`src/rtl/atapi_seq_pkg.sv`:
```
// Package: shared constants and the sequencer state type.
// Assumes the conventional task-file register numbering and status bit layout,
// which host software decodes directly.
package atapi_seq_pkg;

    // register addresses
    localparam logic [2:0] A_DATA = 3'd0;
    localparam logic [2:0] A_FEAT = 3'd1;   // write: feature, read: error
    localparam logic [2:0] A_NSEC = 3'd2;
    localparam logic [2:0] A_LBAL = 3'd3;
    localparam logic [2:0] A_CNTL = 3'd4;   // byte-count low
    localparam logic [2:0] A_CNTH = 3'd5;   // byte-count high
    localparam logic [2:0] A_DEV  = 3'd6;
    localparam logic [2:0] A_CMD  = 3'd7;   // write: command, read: status

    // status bits
    localparam logic [7:0] S_BUSY  = 8'h80;
    localparam logic [7:0] S_READY = 8'h40;
    localparam logic [7:0] S_FAULT = 8'h20;
    localparam logic [7:0] S_DREQ  = 8'h08;
    localparam logic [7:0] S_ERR   = 8'h01;

    localparam logic [7:0] E_ABORT   = 8'h04;
    localparam logic [7:0] OP_PACKET = 8'hA0;
    localparam logic [7:0] OP_RD10   = 8'h28;

    typedef enum logic [2:0] {
        SQ_IDLE,    // ready for a command
        SQ_HOLD,    // busy after the command, before the packet request
        SQ_PKT,     // collecting the descriptor
        SQ_PREP,    // busy, sizing the next burst
        SQ_XFER     // host draining a burst
    } seq_state_t;

endpackage

```
`src/rtl/atapi_taskfile.sv`:
```
// Task-file byte registers written by the host.
// The byte-count pair is also loaded by the sequencer with each burst size;
// that load takes priority over a host write in the same cycle.
// Only feature bit 0 (DMA data path) is kept, since nothing else uses it.
module atapi_taskfile
    import atapi_seq_pkg::*;
(
    input  logic        clk,
    input  logic        rst_n,
    input  logic        wr_en,
    input  logic [2:0]  addr,
    input  logic [7:0]  wdata,
    input  logic        cnt_load,
    input  logic [15:0] cnt_val,
    output logic        dma_sel,
    output logic [7:0]  nsec,
    output logic [7:0]  lba_lo,
    output logic [7:0]  cnt_lo,
    output logic [7:0]  cnt_hi,
    output logic [7:0]  dev
);

    // Purpose: capture host byte writes and burst-size reports.
    always_ff @(posedge clk) begin
        if (!rst_n) begin
            dma_sel <= 1'b0;
            nsec    <= 8'h00;
            lba_lo  <= 8'h00;
            cnt_lo  <= 8'h00;
            cnt_hi  <= 8'h00;
            dev     <= 8'h00;
        end else begin
            if (wr_en) begin
                case (addr)
                    A_FEAT:  dma_sel <= wdata[0];
                    A_NSEC:  nsec    <= wdata;
                    A_LBAL:  lba_lo  <= wdata;
                    A_CNTL:  cnt_lo  <= wdata;
                    A_CNTH:  cnt_hi  <= wdata;
                    A_DEV:   dev     <= wdata;
                    default: ;
                endcase
            end
            if (cnt_load) begin
                cnt_lo <= cnt_val[7:0];
                cnt_hi <= cnt_val[15:8];
            end
        end
    end

endmodule

```
`src/rtl/atapi_pkt_collect.sv`:
```
// Collects the command descriptor from PKT_WORDS data-port writes and extracts
// the read fields. Each word carries the even-numbered byte in bits 7:0.
// Only the bytes that are decoded are stored. `done` is combinational and
// asserted with the final word; the stored fields are complete by then, because
// the last word carries no decoded byte.
module atapi_pkt_collect #(
    parameter int PKT_WORDS = 6
) (
    input  logic        clk,
    input  logic        rst_n,
    input  logic        clear,
    input  logic        wr_word,
    input  logic [15:0] wdata,
    output logic        done,
    output logic [7:0]  opcode,
    output logic [31:0] lba,
    output logic [15:0] blocks
);

    localparam int IDX_W = $clog2(PKT_WORDS);
    localparam logic [IDX_W-1:0] LAST = IDX_W'(PKT_WORDS - 1);

    logic [IDX_W-1:0] idx_q;

    assign done = wr_word && (idx_q == LAST);

    // Purpose: word index within the descriptor.
    always_ff @(posedge clk) begin
        if (!rst_n || clear) begin
            idx_q <= '0;
        end else if (wr_word) begin
            idx_q <= done ? '0 : idx_q + 1'b1;
        end
    end

    // Purpose: store the decoded bytes (opcode, big-endian address and count).
    always_ff @(posedge clk) begin
        if (!rst_n) begin
            opcode <= 8'h00;
            lba    <= 32'h0;
            blocks <= 16'h0;
        end else if (wr_word) begin
            case (idx_q)
                IDX_W'(0): opcode       <= wdata[7:0];
                IDX_W'(1): lba[31:16]   <= {wdata[7:0], wdata[15:8]};
                IDX_W'(2): lba[15:0]    <= {wdata[7:0], wdata[15:8]};
                IDX_W'(3): blocks[15:8] <= wdata[15:8];
                IDX_W'(4): blocks[7:0]  <= wdata[7:0];
                default: ;
            endcase
        end
    end

endmodule

```
`src/rtl/atapi_burst_sizer.sv`:
```
// Combinational sizing: normalizes the raw host limit (forced even, zero means
// the largest even value) and picks the next burst as min(remaining, limit).
module atapi_burst_sizer #(
    parameter int REM_W = 27
) (
    input  logic [15:0]      raw_limit,
    input  logic [15:0]      limit,
    input  logic [REM_W-1:0] remaining,
    output logic [15:0]      norm_limit,
    output logic [15:0]      burst
);

    logic [15:0] even_lim;

    // Purpose: round the raw limit down to even and replace zero.
    always_comb begin
        even_lim   = {raw_limit[15:1], 1'b0};
        norm_limit = (even_lim == 16'h0) ? 16'hFFFE : even_lim;
    end

    // Purpose: the burst is the smaller of what remains and the limit.
    always_comb begin
        if (remaining < REM_W'(limit)) begin
            burst = remaining[15:0];
        end else begin
            burst = limit;
        end
    end

endmodule

```
`src/rtl/atapi_pio_seq.sv`:
```
// Top: packet-command PIO sequencer. Accepts the packet command, requests and
// decodes the descriptor, then hands out data in limit-capped bursts, each
// announced by an interrupt. Assumes one host access per cycle, and a stream
// that delivers whole blocks of BLK_BYTES in order once rd_start is seen.
module atapi_pio_seq
    import atapi_seq_pkg::*;
#(
    parameter int BLK_BYTES = 2048,
    parameter int HOLD_CYC  = 4,
    parameter int PKT_WORDS = 6
) (
    input  logic        clk,
    input  logic        rst_n,
    input  logic        hst_wr,
    input  logic        hst_rd,
    input  logic [2:0]  hst_addr,
    input  logic [15:0] hst_wdata,
    output logic [15:0] hst_rdata,
    output logic        irq,
    input  logic [15:0] blk_data,
    input  logic        blk_valid,
    output logic        blk_ready,
    output logic        rd_start,
    output logic [31:0] rd_lba,
    output logic [15:0] rd_blocks
);

    localparam int BLK_SHIFT = $clog2(BLK_BYTES);
    localparam int REM_W     = 16 + BLK_SHIFT;
    localparam int HOLD_W    = (HOLD_CYC > 1) ? $clog2(HOLD_CYC) : 1;

    seq_state_t         state_q;
    logic [HOLD_W-1:0]  hold_q;
    logic [15:0]        lim_q;
    logic [REM_W-1:0]   rem_q;
    logic [15:0]        wleft_q;
    logic               err_q;
    logic               irq_q;
    logic               start_q;
    logic [31:0]        lba_q;
    logic [15:0]        blocks_q;

    logic cmd_wr, data_wr, stat_rd, data_rd;
    logic cmd_take, pkt_word, pop;
    logic abort_cmd, go_cmd, bad_pkt, empty_pkt, good_pkt;
    logic burst_ev, last_word, done_ev, irq_set;
    logic [7:0] stat_v;

    logic        dma_sel;
    logic [7:0]  tf_nsec, tf_lbal, tf_cntl, tf_cnth, tf_dev;
    logic        pkt_done;
    logic [7:0]  pkt_op;
    logic [31:0] pkt_lba;
    logic [15:0] pkt_blocks;
    logic [15:0] norm_lim, burst;

    // Purpose: decode host strobes and sequencer events.
    always_comb begin
        cmd_wr    = hst_wr && (hst_addr == A_CMD);
        data_wr   = hst_wr && (hst_addr == A_DATA);
        stat_rd   = hst_rd && (hst_addr == A_CMD);
        data_rd   = hst_rd && (hst_addr == A_DATA);
        cmd_take  = cmd_wr && (state_q == SQ_IDLE);
        pkt_word  = data_wr && (state_q == SQ_PKT);
        pop       = data_rd && (state_q == SQ_XFER);
        abort_cmd = cmd_take && !((hst_wdata[7:0] == OP_PACKET) && !dma_sel);
        go_cmd    = cmd_take && !abort_cmd;
        bad_pkt   = pkt_done && (pkt_op != OP_RD10);
        empty_pkt = pkt_done && !bad_pkt && (pkt_blocks == 16'h0);
        good_pkt  = pkt_done && !bad_pkt && (pkt_blocks != 16'h0);
        burst_ev  = (state_q == SQ_PREP) && blk_valid;
        last_word = pop && (wleft_q == 16'd1);
        done_ev   = (last_word && (rem_q == '0)) || empty_pkt;
        irq_set   = abort_cmd || bad_pkt || done_ev || burst_ev;
    end

    atapi_taskfile u_tf (
        .clk      (clk),
        .rst_n    (rst_n),
        .wr_en    (hst_wr),
        .addr     (hst_addr),
        .wdata    (hst_wdata[7:0]),
        .cnt_load (burst_ev),
        .cnt_val  (burst),
        .dma_sel  (dma_sel),
        .nsec     (tf_nsec),
        .lba_lo   (tf_lbal),
        .cnt_lo   (tf_cntl),
        .cnt_hi   (tf_cnth),
        .dev      (tf_dev)
    );

    atapi_pkt_collect #(.PKT_WORDS(PKT_WORDS)) u_pkt (
        .clk     (clk),
        .rst_n   (rst_n),
        .clear   (go_cmd),
        .wr_word (pkt_word),
        .wdata   (hst_wdata),
        .done    (pkt_done),
        .opcode  (pkt_op),
        .lba     (pkt_lba),
        .blocks  (pkt_blocks)
    );

    atapi_burst_sizer #(.REM_W(REM_W)) u_size (
        .raw_limit  ({tf_cnth, tf_cntl}),
        .limit      (lim_q),
        .remaining  (rem_q),
        .norm_limit (norm_lim),
        .burst      (burst)
    );

    // Purpose: main command sequencer state machine.
    always_ff @(posedge clk) begin
        if (!rst_n) begin
            state_q  <= SQ_IDLE;
            hold_q   <= '0;
            lim_q    <= 16'hFFFE;
            rem_q    <= '0;
            wleft_q  <= 16'h0;
            err_q    <= 1'b0;
            start_q  <= 1'b0;
            lba_q    <= 32'h0;
            blocks_q <= 16'h0;
        end else begin
            start_q <= 1'b0;
            case (state_q)
                SQ_IDLE: begin
                    if (cmd_take) begin
                        err_q <= abort_cmd;
                    end
                    if (go_cmd) begin
                        lim_q   <= norm_lim;
                        hold_q  <= HOLD_W'(HOLD_CYC - 1);
                        state_q <= SQ_HOLD;
                    end
                end
                SQ_HOLD: begin
                    if (hold_q == '0) begin
                        state_q <= SQ_PKT;
                    end else begin
                        hold_q <= hold_q - 1'b1;
                    end
                end
                SQ_PKT: begin
                    if (bad_pkt) begin
                        err_q   <= 1'b1;
                        state_q <= SQ_IDLE;
                    end else if (empty_pkt) begin
                        state_q <= SQ_IDLE;
                    end else if (good_pkt) begin
                        start_q  <= 1'b1;
                        lba_q    <= pkt_lba;
                        blocks_q <= pkt_blocks;
                        rem_q    <= REM_W'(pkt_blocks) << BLK_SHIFT;
                        state_q  <= SQ_PREP;
                    end
                end
                SQ_PREP: begin
                    if (burst_ev) begin
                        rem_q   <= rem_q - REM_W'(burst);
                        wleft_q <= burst >> 1;
                        state_q <= SQ_XFER;
                    end
                end
                SQ_XFER: begin
                    if (pop) begin
                        wleft_q <= wleft_q - 16'd1;
                        if (last_word) begin
                            state_q <= (rem_q == '0) ? SQ_IDLE : SQ_PREP;
                        end
                    end
                end
                default: state_q <= SQ_IDLE;
            endcase
        end
    end

    // Purpose: interrupt latch; a new event wins over a clearing access.
    always_ff @(posedge clk) begin
        if (!rst_n) begin
            irq_q <= 1'b0;
        end else if (irq_set) begin
            irq_q <= 1'b1;
        end else if (stat_rd || cmd_take) begin
            irq_q <= 1'b0;
        end
    end

    // Purpose: status byte derived from the sequencer state.
    always_comb begin
        case (state_q)
            SQ_IDLE:          stat_v = S_READY | (err_q ? S_ERR : 8'h00);
            SQ_HOLD, SQ_PREP: stat_v = S_BUSY | S_READY;
            SQ_PKT, SQ_XFER:  stat_v = S_DREQ | S_READY;
            default:          stat_v = S_READY;
        endcase
    end

    // Purpose: host read data multiplexer.
    always_comb begin
        case (hst_addr)
            A_DATA:  hst_rdata = (state_q == SQ_XFER) ? blk_data : 16'h0;
            A_FEAT:  hst_rdata = {8'h00, err_q ? E_ABORT : 8'h00};
            A_NSEC:  hst_rdata = {8'h00, tf_nsec};
            A_LBAL:  hst_rdata = {8'h00, tf_lbal};
            A_CNTL:  hst_rdata = {8'h00, tf_cntl};
            A_CNTH:  hst_rdata = {8'h00, tf_cnth};
            A_DEV:   hst_rdata = {8'h00, tf_dev};
            default: hst_rdata = {8'h00, stat_v};
        endcase
    end

    assign irq       = irq_q;
    assign blk_ready = pop;
    assign rd_start  = start_q;
    assign rd_lba    = lba_q;
    assign rd_blocks = blocks_q;

endmodule

```
`config.mk`:
```
export PLATFORM = sky130hd
export DESIGN_NAME = atapi_pio_seq
export DESIGN_NICKNAME = d
export VERILOG_FILES = /design/src/rtl/atapi_seq_pkg.sv /design/src/rtl/atapi_taskfile.sv /design/src/rtl/atapi_pkt_collect.sv /design/src/rtl/atapi_burst_sizer.sv /design/src/rtl/atapi_pio_seq.sv
export SDC_FILE = /design/constraint.sdc
export NUM_CORES = 1
export LEC_CHECK = 0
export ABC_CLOCK_PERIOD_IN_PS = 7200
export BUFFER_PORTS_ARGS = -buffer_cell sky130_fd_sc_hd__buf_4
export CAP_MARGIN = 5
export CORE_AREA = 2 2 145 175
export CTS_CLUSTER_DIAMETER = 40
export CTS_CLUSTER_SIZE = 10
export DETAILED_ROUTE_END_ITERATION = 8
export DIE_AREA = 0 0 147 177
export PLACE_DENSITY = 0.63
export SYNTH_ARGS = -nofsm -noshare
export SYNTH_HDL_FRONTEND = slang
export SYNTH_SLANG_ARGS = --single-unit
export TNS_END_PERCENT = 100
```
`constraint.sdc`:
```
create_clock -name clk -period 7.2 [get_ports clk]
set_input_delay 1.08 -clock clk [delete_from_list [all_inputs] [get_ports clk]]
set_output_delay 1.08 -clock clk [all_outputs]
set_load 0.05 [all_outputs]
```
==> implementation parameters <==
Parameter                              Value

Status
  Outcome ... finished, final reports clean

Timing
  Setup repair after global routing missed its margin ... no
  Final period utilization ... 0.710
  Setup Total Neg Slack ... 0 ns
  Max_slew headroom ... 0.319
  Actual transition at the worst max-transition pin ... 1.02 ns
  Maximum achievable frequency ... 196 MHz
  Post-route worst hold slack ... 0.451 ns
  Number of max-slew violations in the final report ... 0
  Skew final ... 0.0116 ns
  Final setup viols ... 0
  Final hold viol count ... 0
  Shortest period the worst path allows ... 5.11 ns

Logic synthesis
  Avg Inst Size Synth ... 8.01 um2
  Synthesis-stage register bit count ... 214
  Post-synthesis sequential area ratio ... 0.396
  Most used standard cells in the synthesized netlist ... sky130_fd_sc_hd__nand2_1 (259), sky130_fd_sc_hd__dfxtp_1 (214), sky130_fd_sc_hd__a21oi_1 (168)
  Count of distinct cell types in the synthesized netlist ... 83
  Syn nets ... 1429
  Most frequent cell after synthesis ... sky130_fd_sc_hd__nand2_1
  Leading post-synthesis cells by cell area ... sky130_fd_sc_hd__dfxtp_1 (40%), sky130_fd_sc_hd__nand2_1 (9.0%), sky130_fd_sc_hd__a21oi_1 (7.8%)
  EDFF count, synth ... 0
  Share of async-settable or async-resettable flops after synthesis ... 0
  Cell count after synthesis ... 1349
  Share of the synthesized area in the top cell type ... 0.396
  Leading register cell type out of synthesis ... sky130_fd_sc_hd__dfxtp_1
  Cell Area, Synth ... 10800 um2
  YS warnings ... 0
  Cell taking the most area after synthesis ... sky130_fd_sc_hd__dfxtp_1

Worst hold path
  Tightest Hold Check Type ... reg -> reg

Floorplan
  Y dimension of the die ... 177 um
  Row Count ... 63
  Starting Density ... 0.442
  Area of the core ... 24400 um2
  Floorplan die width ... 147 um
  Ports placed on the boundary ... 107
  Die area ... 26000 um2

GRT
  First-pass GRT wire length ... 49.7 mm
  Overall fraction of global-route tracks in use ... 0.234
  Maximum number of pins on one net before global-route repair ... 99
  Final global-route overflow total ... 0
  Number of antenna violations at the first check in global routing ... 0
  Vias in the first global route ... 9219

Route
  Via-to-Cell Ratio ... 5.72
  Remaining antenna violation count after routing ... 0
  Total Routed Length ... 31.4 mm
  Drt drc ... 0
  Iter 0 DRT Violations ... 596
  Average wire per cell in the routed design ... 18.0 um
  Total via count in the routed design ... 9952
  DR pass1 iterations ... 5

Clocking
  Root Buffer ... sky130_fd_sc_hd__clkbuf_16
  Count of cells resized by post-cts repair ... 0
  Maximum buffer depth of the clock tree ... 3
  Total clock sinks ... 214
  Number of hold-repair buffers added at the cts stage ... 0
  Post CTS Setup Buffer Count ... 0
  CTS tree ... done
  CTS Buf Count ... 30
  Clock insertion delay at the later pin of the skew report ... 0.54 ns
  Number of levels the H-tree was split into ... 1
  Clock input transition at the sequential cells of the worst setup and hold paths ... 0.05 ns

Critical path
  Setup crit start kind ... flip-flop
  Critical-path cell list ... ha_1 -> a21o_1 -> a21o_1 -> a221oi_1 -> o31a_1 -> mux2i_1 -> inv_1 -> fa_1 -> and2b_1 -> o211ai_2 -> a311oi_1 -> o211ai_2 -> o31ai_1 -> nor4_1 -> a211o_1
  Critical-path top delay cell ... sky130_fd_sc_hd__o31a_1
  WP data arrival ... 5.54 ns
  Maximum fanout encountered on the critical timing path ... 17
  Required time of the critical path ... 7.62 ns
  Largest stage delay on the critical path ... 0.77 ns
  Family with the most delay on the worst path ... compound AO/OA/AOI/OAI gates
  Type of element capturing the critical path ... flip-flop
  Buffers and inverters on the worst path ... 1
  Critical Setup Path Class ... reg -> reg

Pwr
  Largest vdd supply drop ... 0.000187 V
  P_leak ... 5.14 nW
  Overall power ... 3.25 mW
  Power Density ... 258 nW/um2

Placement
  Placed cell areas ... 11700 um2
  Routability cong. ... 0.863
  HPWL after detailed placement ... 21.4 mm
  Port Buffer Count ... 106

Layout
  Net count, final ... 1483
  Area growth syn-to-layout ... 16.6%
  Antenna diode instance count ... 0
  Summed area of non-filler cells in the final layout ... 12600 um2
  Layout cell share with drive strength beyond 1 ... 0.139

Run
  Number of max-cap violations ... 0
## layout make-up
class	instances	area (um2)
fillers	2345	11800
multi-input cells	1009	6010
flip-flops and latches	214	4280
repair buffers	115	863
clock buffers	34	787
well taps	325	407
clock inverters	11	126
inverters	33	126
## layout by cell type (no fill, tap or decap), types with 20 or more instances in the layout
cell type and instances:
sky130_fd_sc_hd__nand3_1 72, sky130_fd_sc_hd__a21oi_1 168, sky130_fd_sc_hd__nand2_1 259, sky130_fd_sc_hd__inv_1 31
sky130_fd_sc_hd__dfxtp_1 214, sky130_fd_sc_hd__mux2i_1 45, sky130_fd_sc_hd__o21ai_0 54, sky130_fd_sc_hd__nor4_1 22
sky130_fd_sc_hd__buf_4 115, sky130_fd_sc_hd__nor2_1 67, sky130_fd_sc_hd__clkbuf_16 31, sky130_fd_sc_hd__mux2_2 20
sky130_fd_sc_hd__ha_1 39
## state kept, by name, summed over array words and instances (netlist names), 15 cells and up
register      flops
rem_q            27
u_pkt.blocks     16
wleft_q          16
rd_lba           32
rd_blocks        16
u_pkt.lba        32
lim_q            15
## metal layers
metal,GRT usage,part of all wire,vias up
met5,0,0,-
met4,0.0737,0.027,0
met3,0.0284,0.046,66
met2,0.409,0.49,270
met1,0.303,0.44,4706
li1,-,-,4910
## power breakdown
group	switching, mW	internal (mW)
combinational	0.395	0.242
sequential	0.0352	1.21
clock	0.531	0.843
total	0.961	2.29
## worst min-delay path: stages (launching register included)
cell and delay (ns):
sky130_fd_sc_hd__dfxtp_1 0.30, sky130_fd_sc_hd__nand2_1 0.05, sky130_fd_sc_hd__a21oi_1 0.05
## metrics by stage
step / utilization / setup WS (ns) / std cells
after floorplan: - / 3.20 / 1349
after detailed placement: 0.478 / 2.19 / 1696
final: 0.516 / 2.09 / 1741
after global placement: 0.478 / 2.31 / 1696
after CTS: 0.516 / 2.13 / 1741
after global routing: 0.516 / 1.70 / 1741
## path summary, 6_finish.rpt
| path | startpoint | to | slack, ns | cells past startpoint |
|---|---|---|---|---|
| hold / removal | u_tf.nsec[0]$_SDFFE_PN0P_ | u_tf.nsec[0]$_SDFFE_PN0P_ | 0.45 | 2 |
| hold reg to reg | u_tf.nsec[0]$_SDFFE_PN0P_ | u_tf.nsec[0]$_SDFFE_PN0P_ | 0.45 | 2 |
| setup reg to reg | rem_q[8]$_SDFFE_PN0P_ | rem_q[26]$_SDFFE_PN0P_ | 2.09 | 15 |
| setup / recovery | rem_q[8]$_SDFFE_PN0P_ | rem_q[26]$_SDFFE_PN0P_ | 2.09 | 15 |
## kinds of logic after synthesis
family | count (synthesis) | share of synthesized area
flip-flops | 214 | 0.396
XOR/XNOR | 19 | 0.0154
other | 1 | 0.000347
AND/OR/NAND/NOR | 528 | 0.229
AO/OA/AOI/OAI | 355 | 0.200
multiplexers | 66 | 0.0635
adder cells (fa/ha/maj) | 40 | 0.0470
buffers and inverters | 126 | 0.0483
Note: power is estimated with default switching activity, not from simulation.
